`src/rtl/gpio_wm_pkg.sv`:
```
package gpio_wm_pkg;
    localparam int unsigned BUS_W  = 32;
    localparam int unsigned HALF_W = BUS_W / 2;
    localparam logic [BUS_W-1:0] GPIO_VERSION = 32'h0100_0C2B;

    // word index = byte address [4:2]
    typedef enum logic [2:0] {
        W_OUT_LO = 3'd0,
        W_OUT_HI = 3'd1,
        W_DIR_LO = 3'd2,
        W_DIR_HI = 3'd3,
        W_EXT_LO = 3'd4,
        W_EXT_HI = 3'd5,
        W_VER    = 3'd6,
        W_NONE   = 3'd7
    } word_e;
endpackage

```
`src/rtl/gpio_wm_sync.sv`:
```
module gpio_wm_sync #(
    parameter int unsigned WIDTH  = 32,
    parameter int unsigned STAGES = 2
) (
    input  logic             clk,
    input  logic             rst_n,
    input  logic [WIDTH-1:0] d,
    output logic [WIDTH-1:0] q
);
    logic [STAGES-1:0][WIDTH-1:0] chain;

    always_ff @(posedge clk or negedge rst_n) begin
        if (!rst_n) begin
            chain <= '0;
        end else begin
            chain[0] <= d;
            for (int k = 1; k < STAGES; k++) begin
                chain[k] <= chain[k-1];
            end
        end
    end

    assign q = chain[STAGES-1];
endmodule

```
`src/rtl/gpio_wm_half_reg.sv`:
```
module gpio_wm_half_reg #(
    parameter int unsigned HW = 16
) (
    input  logic          clk,
    input  logic          rst_n,
    input  logic          wr_en,
    input  logic [2*HW-1:0] wdata,
    output logic [HW-1:0] q
);
    logic [HW-1:0] mask;
    logic [HW-1:0] data;

    assign mask = wdata[2*HW-1:HW];
    assign data = wdata[HW-1:0];

    always_ff @(posedge clk or negedge rst_n) begin
        if (!rst_n) begin
            q <= '0;
        end else if (wr_en) begin
            q <= (q & ~mask) | (data & mask);
        end
    end
endmodule

```
`src/rtl/gpio_wm_regport.sv`:
```
module gpio_wm_regport
    import gpio_wm_pkg::*;
#(
    parameter int unsigned ADDR_W = 5
) (
    input  logic              clk,
    input  logic              rst_n,
    input  logic              bus_valid,
    input  logic              bus_write,
    input  logic [ADDR_W-1:0] bus_addr,
    input  logic [BUS_W-1:0]  bus_wdata,
    output logic [BUS_W-1:0]  bus_rdata,
    input  logic [BUS_W-1:0]  pin_in,
    output logic [BUS_W-1:0]  pin_out,
    output logic [BUS_W-1:0]  pin_oe
);
    localparam int unsigned NHALF = BUS_W / HALF_W;

    word_e          word;
    logic           wr_stb;
    logic [BUS_W-1:0] ext_sync;

    // decode: misaligned or out-of-range addresses select nothing
    always_comb begin
        word = W_NONE;
        if (bus_addr[1:0] == 2'b00 && bus_addr[ADDR_W-1:2] <= 3'd6) begin
            word = word_e'(bus_addr[4:2]);
        end
    end

    assign wr_stb = bus_valid && bus_write;

    genvar h;
    generate
        for (h = 0; h < NHALF; h++) begin : g_half
            logic sel_out;
            logic sel_dir;
            assign sel_out = wr_stb && (word == word_e'(W_OUT_LO + h));
            assign sel_dir = wr_stb && (word == word_e'(W_DIR_LO + h));

            gpio_wm_half_reg #(.HW(HALF_W)) u_out (
                .clk   (clk),
                .rst_n (rst_n),
                .wr_en (sel_out),
                .wdata (bus_wdata),
                .q     (pin_out[h*HALF_W +: HALF_W])
            );

            gpio_wm_half_reg #(.HW(HALF_W)) u_dir (
                .clk   (clk),
                .rst_n (rst_n),
                .wr_en (sel_dir),
                .wdata (bus_wdata),
                .q     (pin_oe[h*HALF_W +: HALF_W])
            );
        end
    endgenerate

    gpio_wm_sync #(.WIDTH(BUS_W), .STAGES(2)) u_sync (
        .clk   (clk),
        .rst_n (rst_n),
        .d     (pin_in),
        .q     (ext_sync)
    );

    always_comb begin
        bus_rdata = '0;
        unique case (word)
            W_OUT_LO: bus_rdata[HALF_W-1:0] = pin_out[HALF_W-1:0];
            W_OUT_HI: bus_rdata[HALF_W-1:0] = pin_out[BUS_W-1:HALF_W];
            W_DIR_LO: bus_rdata[HALF_W-1:0] = pin_oe[HALF_W-1:0];
            W_DIR_HI: bus_rdata[HALF_W-1:0] = pin_oe[BUS_W-1:HALF_W];
            W_EXT_LO: bus_rdata[HALF_W-1:0] = ext_sync[HALF_W-1:0];
            W_EXT_HI: bus_rdata[HALF_W-1:0] = ext_sync[BUS_W-1:HALF_W];
            W_VER:    bus_rdata = GPIO_VERSION;
            W_NONE:   bus_rdata = '0;
        endcase
    end
endmodule

```
`config.mk`:
```
export PLATFORM = sky130hd
export DESIGN_NAME = gpio_wm_regport
export DESIGN_NICKNAME = d
export VERILOG_FILES = /design/src/rtl/gpio_wm_pkg.sv /design/src/rtl/gpio_wm_sync.sv /design/src/rtl/gpio_wm_half_reg.sv /design/src/rtl/gpio_wm_regport.sv
export SDC_FILE = /design/constraint.sdc
export NUM_CORES = 1
export LEC_CHECK = 0
export ABC_AREA = 1
export BUFFER_PORTS_ARGS = -buffer_cell sky130_fd_sc_hd__clkbuf_2
export CORE_ASPECT_RATIO = 1.2
export CORE_MARGIN = 2
export CORE_UTILIZATION = 55
export DETAILED_ROUTE_END_ITERATION = 10
export GPL_ROUTABILITY_DRIVEN = 0
export PLACE_DENSITY_LB_ADDON = 0.08
export SLEW_MARGIN = 15
export SYNTH_ARGS = -nofsm -noshare
export SYNTH_HDL_FRONTEND = slang
export SYNTH_SLANG_ARGS = --single-unit
```
`constraint.sdc`:
```
create_clock -name clk -period 1.7 [get_ports clk]
set_input_delay 0.085 -clock clk [delete_from_list [all_inputs] [get_ports clk]]
set_output_delay 0.085 -clock clk [all_outputs]
set_load 0.05 [all_outputs]
```
---- Word-level counts from Yosys, hierarchy flattened ----
Index checks and enable logic that the tools add are counted.
storage, ports and cells
  bits in registers ....................... 128
  input bits .............................. 73
  output and inout bits ................... 96
  logic and storage cells ................. 35
cells by class
  order comparisons ....................... 1
  eq/ne operators ......................... 7
  multiplexer cells ....................... 3
  bitwise gates (word level) .............. 10
  reduce and logical (&&, ||, !) cells .... 8
operator list
  kind                number
  $pmux 16 s8         1
  $and 16x16->16      5
  $or 16x16->16       4
  $not 16->16         1
  $eq 3x3->1 const B  4
  $mux 9              1
  $eq 3x2->1 const B  2
  $logic_and 1x1->1   6
  $eq 3x1->1 const B  1
  $le 3x3->1 const B  1
  $logic_not 3->1     1
  $mux 3              1
  $logic_not 2->1     1

---- Longest topological paths before layout ----
  depth after elaboration ................. 5
  depth in mapped cells ................... 9
  gate-level depth less buffers ........... 8

---- Modules after synthesis ----
A second synthesis with hierarchy kept.
second synthesis, totals
  cell total of the unflattened synthesis .. 655
  area, all modules ....................... 5,726.7 sq um
modules (own cells, without submodules)
  module            times used  cells each  area an instance (sq um)  seq. area each (sq um)
  gpio_wm_half_reg  4           83          694.4                     400.4
  gpio_wm_sync      1           96          1,841.8                   1,601.5
  gpio_wm_regport   1           227         1,107.3                   0.0

---- Worst setup path after synthesis ----
Ideal clock, no wire load.
  path kind ............................... input to output
  from .................................... input bus_addr[1]
  to ...................................... output bus_rdata[0]
  data arrival time ....................... 1.823 ns
  required time ........................... 1.615 ns
  slack ................................... -0.208 ns
  cell stages on the path ................. 5
  buffers on the path ..................... 0
  cell sequence ........................... nor2_2 nand2_2 nor2_1 nor2_1 nand3_1
between the ends
  cells in the longest elaborated chain, start to end .. 5
  elaborated cells on any way between the ends .. 12
  those cells by class .................... eq/ne (7); mux (2); reduce/logical (3)
ends and longest elaborated chain
  item                                RTL line               source
  start, declared                     gpio_wm_regport.sv:10  input logic [ADDR_W-1:0] bus_addr,
  $logic_not 2->1 *                   gpio_wm_regport.sv:26  if (bus_addr[1:0] == 2'b00 && bus_addr[ADDR_W-1:2] <= 3'd6) begin
  $logic_and 1x1->1 *                 gpio_wm_regport.sv:26
  $mux 3 *                            gpio_wm_regport.sv:26
  $eq 3x3->1 (tied with other cells)  gpio_wm_regport.sv:68  unique case (word)
  $pmux 16 s8 *                       gpio_wm_regport.sv:68
  end, declared                       gpio_wm_regport.sv:12  output logic [BUS_W-1:0] bus_rdata,
Mark *: on every way between the ends. The rest lies on a longest branch, timed or not.

---- Worst setup path in the final report ----
  from .................................... input bus_addr[3]
  to ...................................... output bus_rdata[2]
between the ends
  cells in the longest elaborated chain, start to end .. 5
  elaborated cells on any way between the ends .. 12
  those cells by class .................... order compare (1); eq/ne (7); mux (2); reduce/logical (2)
ends and longest elaborated chain
  item                                RTL line
  $le 3x3->1                          gpio_wm_regport.sv:26
  $logic_and 1x1->1                   gpio_wm_regport.sv:26
  $mux 3 *                            gpio_wm_regport.sv:26
  $eq 3x3->1 (tied with other cells)  gpio_wm_regport.sv:68
  $pmux 16 s8 *                       gpio_wm_regport.sv:68
Marked as above.

==> flow_summary.yaml <==
clock_network:
  cts_max_level: 4
  path_clk_slew_ns: 0.05
  root_buffer: "clkbuf_16"
  clk_latency_ns: 0.41
  cts_buffer_depth: 2
  post_cts_resized: 0
  cts_sinks: 128
  cts_made_buffers: 17
  cts_tree: "done"
logic_synthesis:
  yosys-top-cells-area: "dfrtp_1 61%, nand2_1 12%, nand3_1 5.3%, inv_1 4.2%, nor2_1 3.5%"
  synth_top_area_share_pct: 60.75
  yosysTopAreaCell: "dfrtp_1"
  ys_warn_count: 0
  avgSynthCellArea_sq_um: 8.937
  ys_seq_area_share_pct: 60.75
  synth_area_sq_mm: 0.005273
  ys_seq_elements: 128
  synthCells: 590
  synth_cell_types: 19
outcome:
  status: "finished, final reports clean"
pwr:
  power_leakage_nw: 3.905
  irDropWorstVdd_mv: 0.9353
  powerDensity_mw_per_mm2: 1087
  p_total_mw: 8.469
sta:
  hold_violations: 0
  fin_crit_sh_pct: 95.67
  max_freq_mhz: 614.9
  setup_viol: 0
  finalMaxSlewViolations: 0
  fin_crit_ns: 1.626
  tns_ns: 0
  grt_setup_unrepaired: "no"
  finalClockSkew_ns: 0.002823
worst_setup_path:
  endpoint_kind: "output port"
  worstSetupStartpointType: "primary input"
  r2r_cells: 2
  cp-startpoint: "bus_addr[3]"
  crit_type: "primary input to output port"
  cp_data_arrival_time_ns: 1.54
  cp_max_fo: 11
  critPathRequiredTime_ns: 1.62
route:
  wl_per_cell_um: 15.65
  drc_errors: 0
  wirelength_um: 15530
  drtAntennaViolNets: 0
  drt_iter0_drc: 457
  dr.pass1.iters: 7
  avgViaCountPerCell: 5.131
  vias: 5090
floorplan:
  initial_utilization_pct: 55.99
  num_rows: 39
  core-area_sq_mm: 0.009418
  fp.dieW_um: 93.38
  io_pins: 169
  fp.dieArea_sq_mm: 0.01039
  chipHeight_um: 111.3
global_route:
  busiest_layer: "met2"
  use_met3_pct: 6.594
  use_met1_pct: 38.67
  grt-ovfl-total: 0
  grt_max_degree: 54
  grt_first_pass_wirelength_um: 24790
  grt_pass1_vias: 5132
  antenna_found_initial: 0
  track_usage_pct: 31.39
  grt_use_met2_pct: 52.13
cells_and_area:
  diodes: 0
  nets: 930
  drive_gt1_share_pct: 26.24
  area_growth_pct: 47.79
  fillers: 553
place:
  port_buffers: 153
  hpwl_um: 10170
hold_path:
  hold_path.class: "primary input to async pin"
job:
  cap_violations: 0
## layout by cell type (no fill, tap or decap)
cell,n
nor2_2,4
bufinv_16,4
nor2_4,5
nor2_1,48
clkbuf_16,17
clkbuf_1,1
inv_1,59
o21ai_0,24
nand2_1,167
nand3_2,1
a21oi_1,10
clkinv_2,2
nand4_1,16
clkinvlp_4,2
buf_12,6
inv_6,1
nand3_1,56
dfrtp_1,128
dlygate4sd3_1,81
o21ai_1,36
clkbuf_2,150
nand2_2,2
nor3_2,1
conb_1,15
inv_2,3
buf_4,26
clkinv_4,4
## what timing repair did
| action | CTS | global route |
|---|---|---|
| endpoints found under the hold margin | 127 | 0 |
| endpoints found under the setup margin | 0 | 3 |
| hold buffers | 81 | 0 |
| buffers inserted | 0 | 2 |
## kinds of logic after synthesis
logic type / synth area share, %
buffers and inverters: 7.902
and+or+nand+nor: 24.63
other: 0.07112
DFF: 60.75
AOI/OAI and AO/OA: 6.645
## per-layer routing
metal / up-vias / wire [um]
met1: 2375 / 5801
met2: 276 / 7915
met5: - / 0
met4: 0 / 556
met3: 48 / 1256
li1: 2391 / -
## final cells by class
type	instances	area, sq um	area share [%]
flip-flops and latches	128	3203	41.10
repair buffers	263	1877	24.08
multi-input cells	385	1708	21.92
clock buffers	18	429.2	5.507
inverters	62	232.7	2.987
clock inverters	13	188.9	2.425
well taps	123	153.9	1.975
## worst max-delay path, stage by stage
cell	delay, ns
clkbuf_2	0.13
buf_4	0.20
nor3_2	0.34
buf_4	0.27
a21oi_1	0.11
nand3_1	0.12
clkbuf_2	0.29
## power breakdown
group,switching [mW],internal (mW),leakage [nW],total (mW)
sequential,0.139,3.25,1.62,3.39
combinational,0.944,0.361,1.99,1.31
clock,1.33,2.45,0.296,3.78
## cell usage after synthesis
cell type,count
buf_4,18
a21oi_1,10
nand2_1,167
inv_2,3
nand3_2,1
dfrtp_1,128
inv_1,59
nor3_2,1
buf_2,6
nor2_4,5
nor2_1,49
nand4_1,16
clkbuf_1,5
o21ai_1,36
nand2_2,2
nand3_1,56
conb_1,1
nor2_2,3
o21ai_0,24
## metrics by stage
step / instance area [sq um] / worst slack (ns) / std cells / hold WS, ns / util (%)
after detailed placement: 6349 / 0.08591 / 878 / 0.06423 / 67.41
after global placement: 6349 / 0.1422 / 878 / 0.05969 / 67.41
after CTS: 7777 / 0.07509 / 990 / 0.1708 / 82.58
after floorplan: 5328 / 0.1015 / 604 / -0.2106 / -
final: 7792 / 0.07365 / 992 / 0.1661 / 82.74
after global routing: 7792 / 0.03596 / 992 / 0.2099 / 82.74
## path summary, 6_finish.rpt
| check | to | slack, ns |
|---|---|---|
| worst max register to register | register | 1.00 |
| max in group asynchronous | async pin | 0.91 |
| min in group clk | register | 0.29 |
| worst min register to register | u_sync.q[18] | 0.35 |
| worst min-delay path | async pin | 0.17 |
| worst max-delay path | bus_rdata[2] | 0.07 |
No activity file was read; power rests on OpenSTA's default activity.
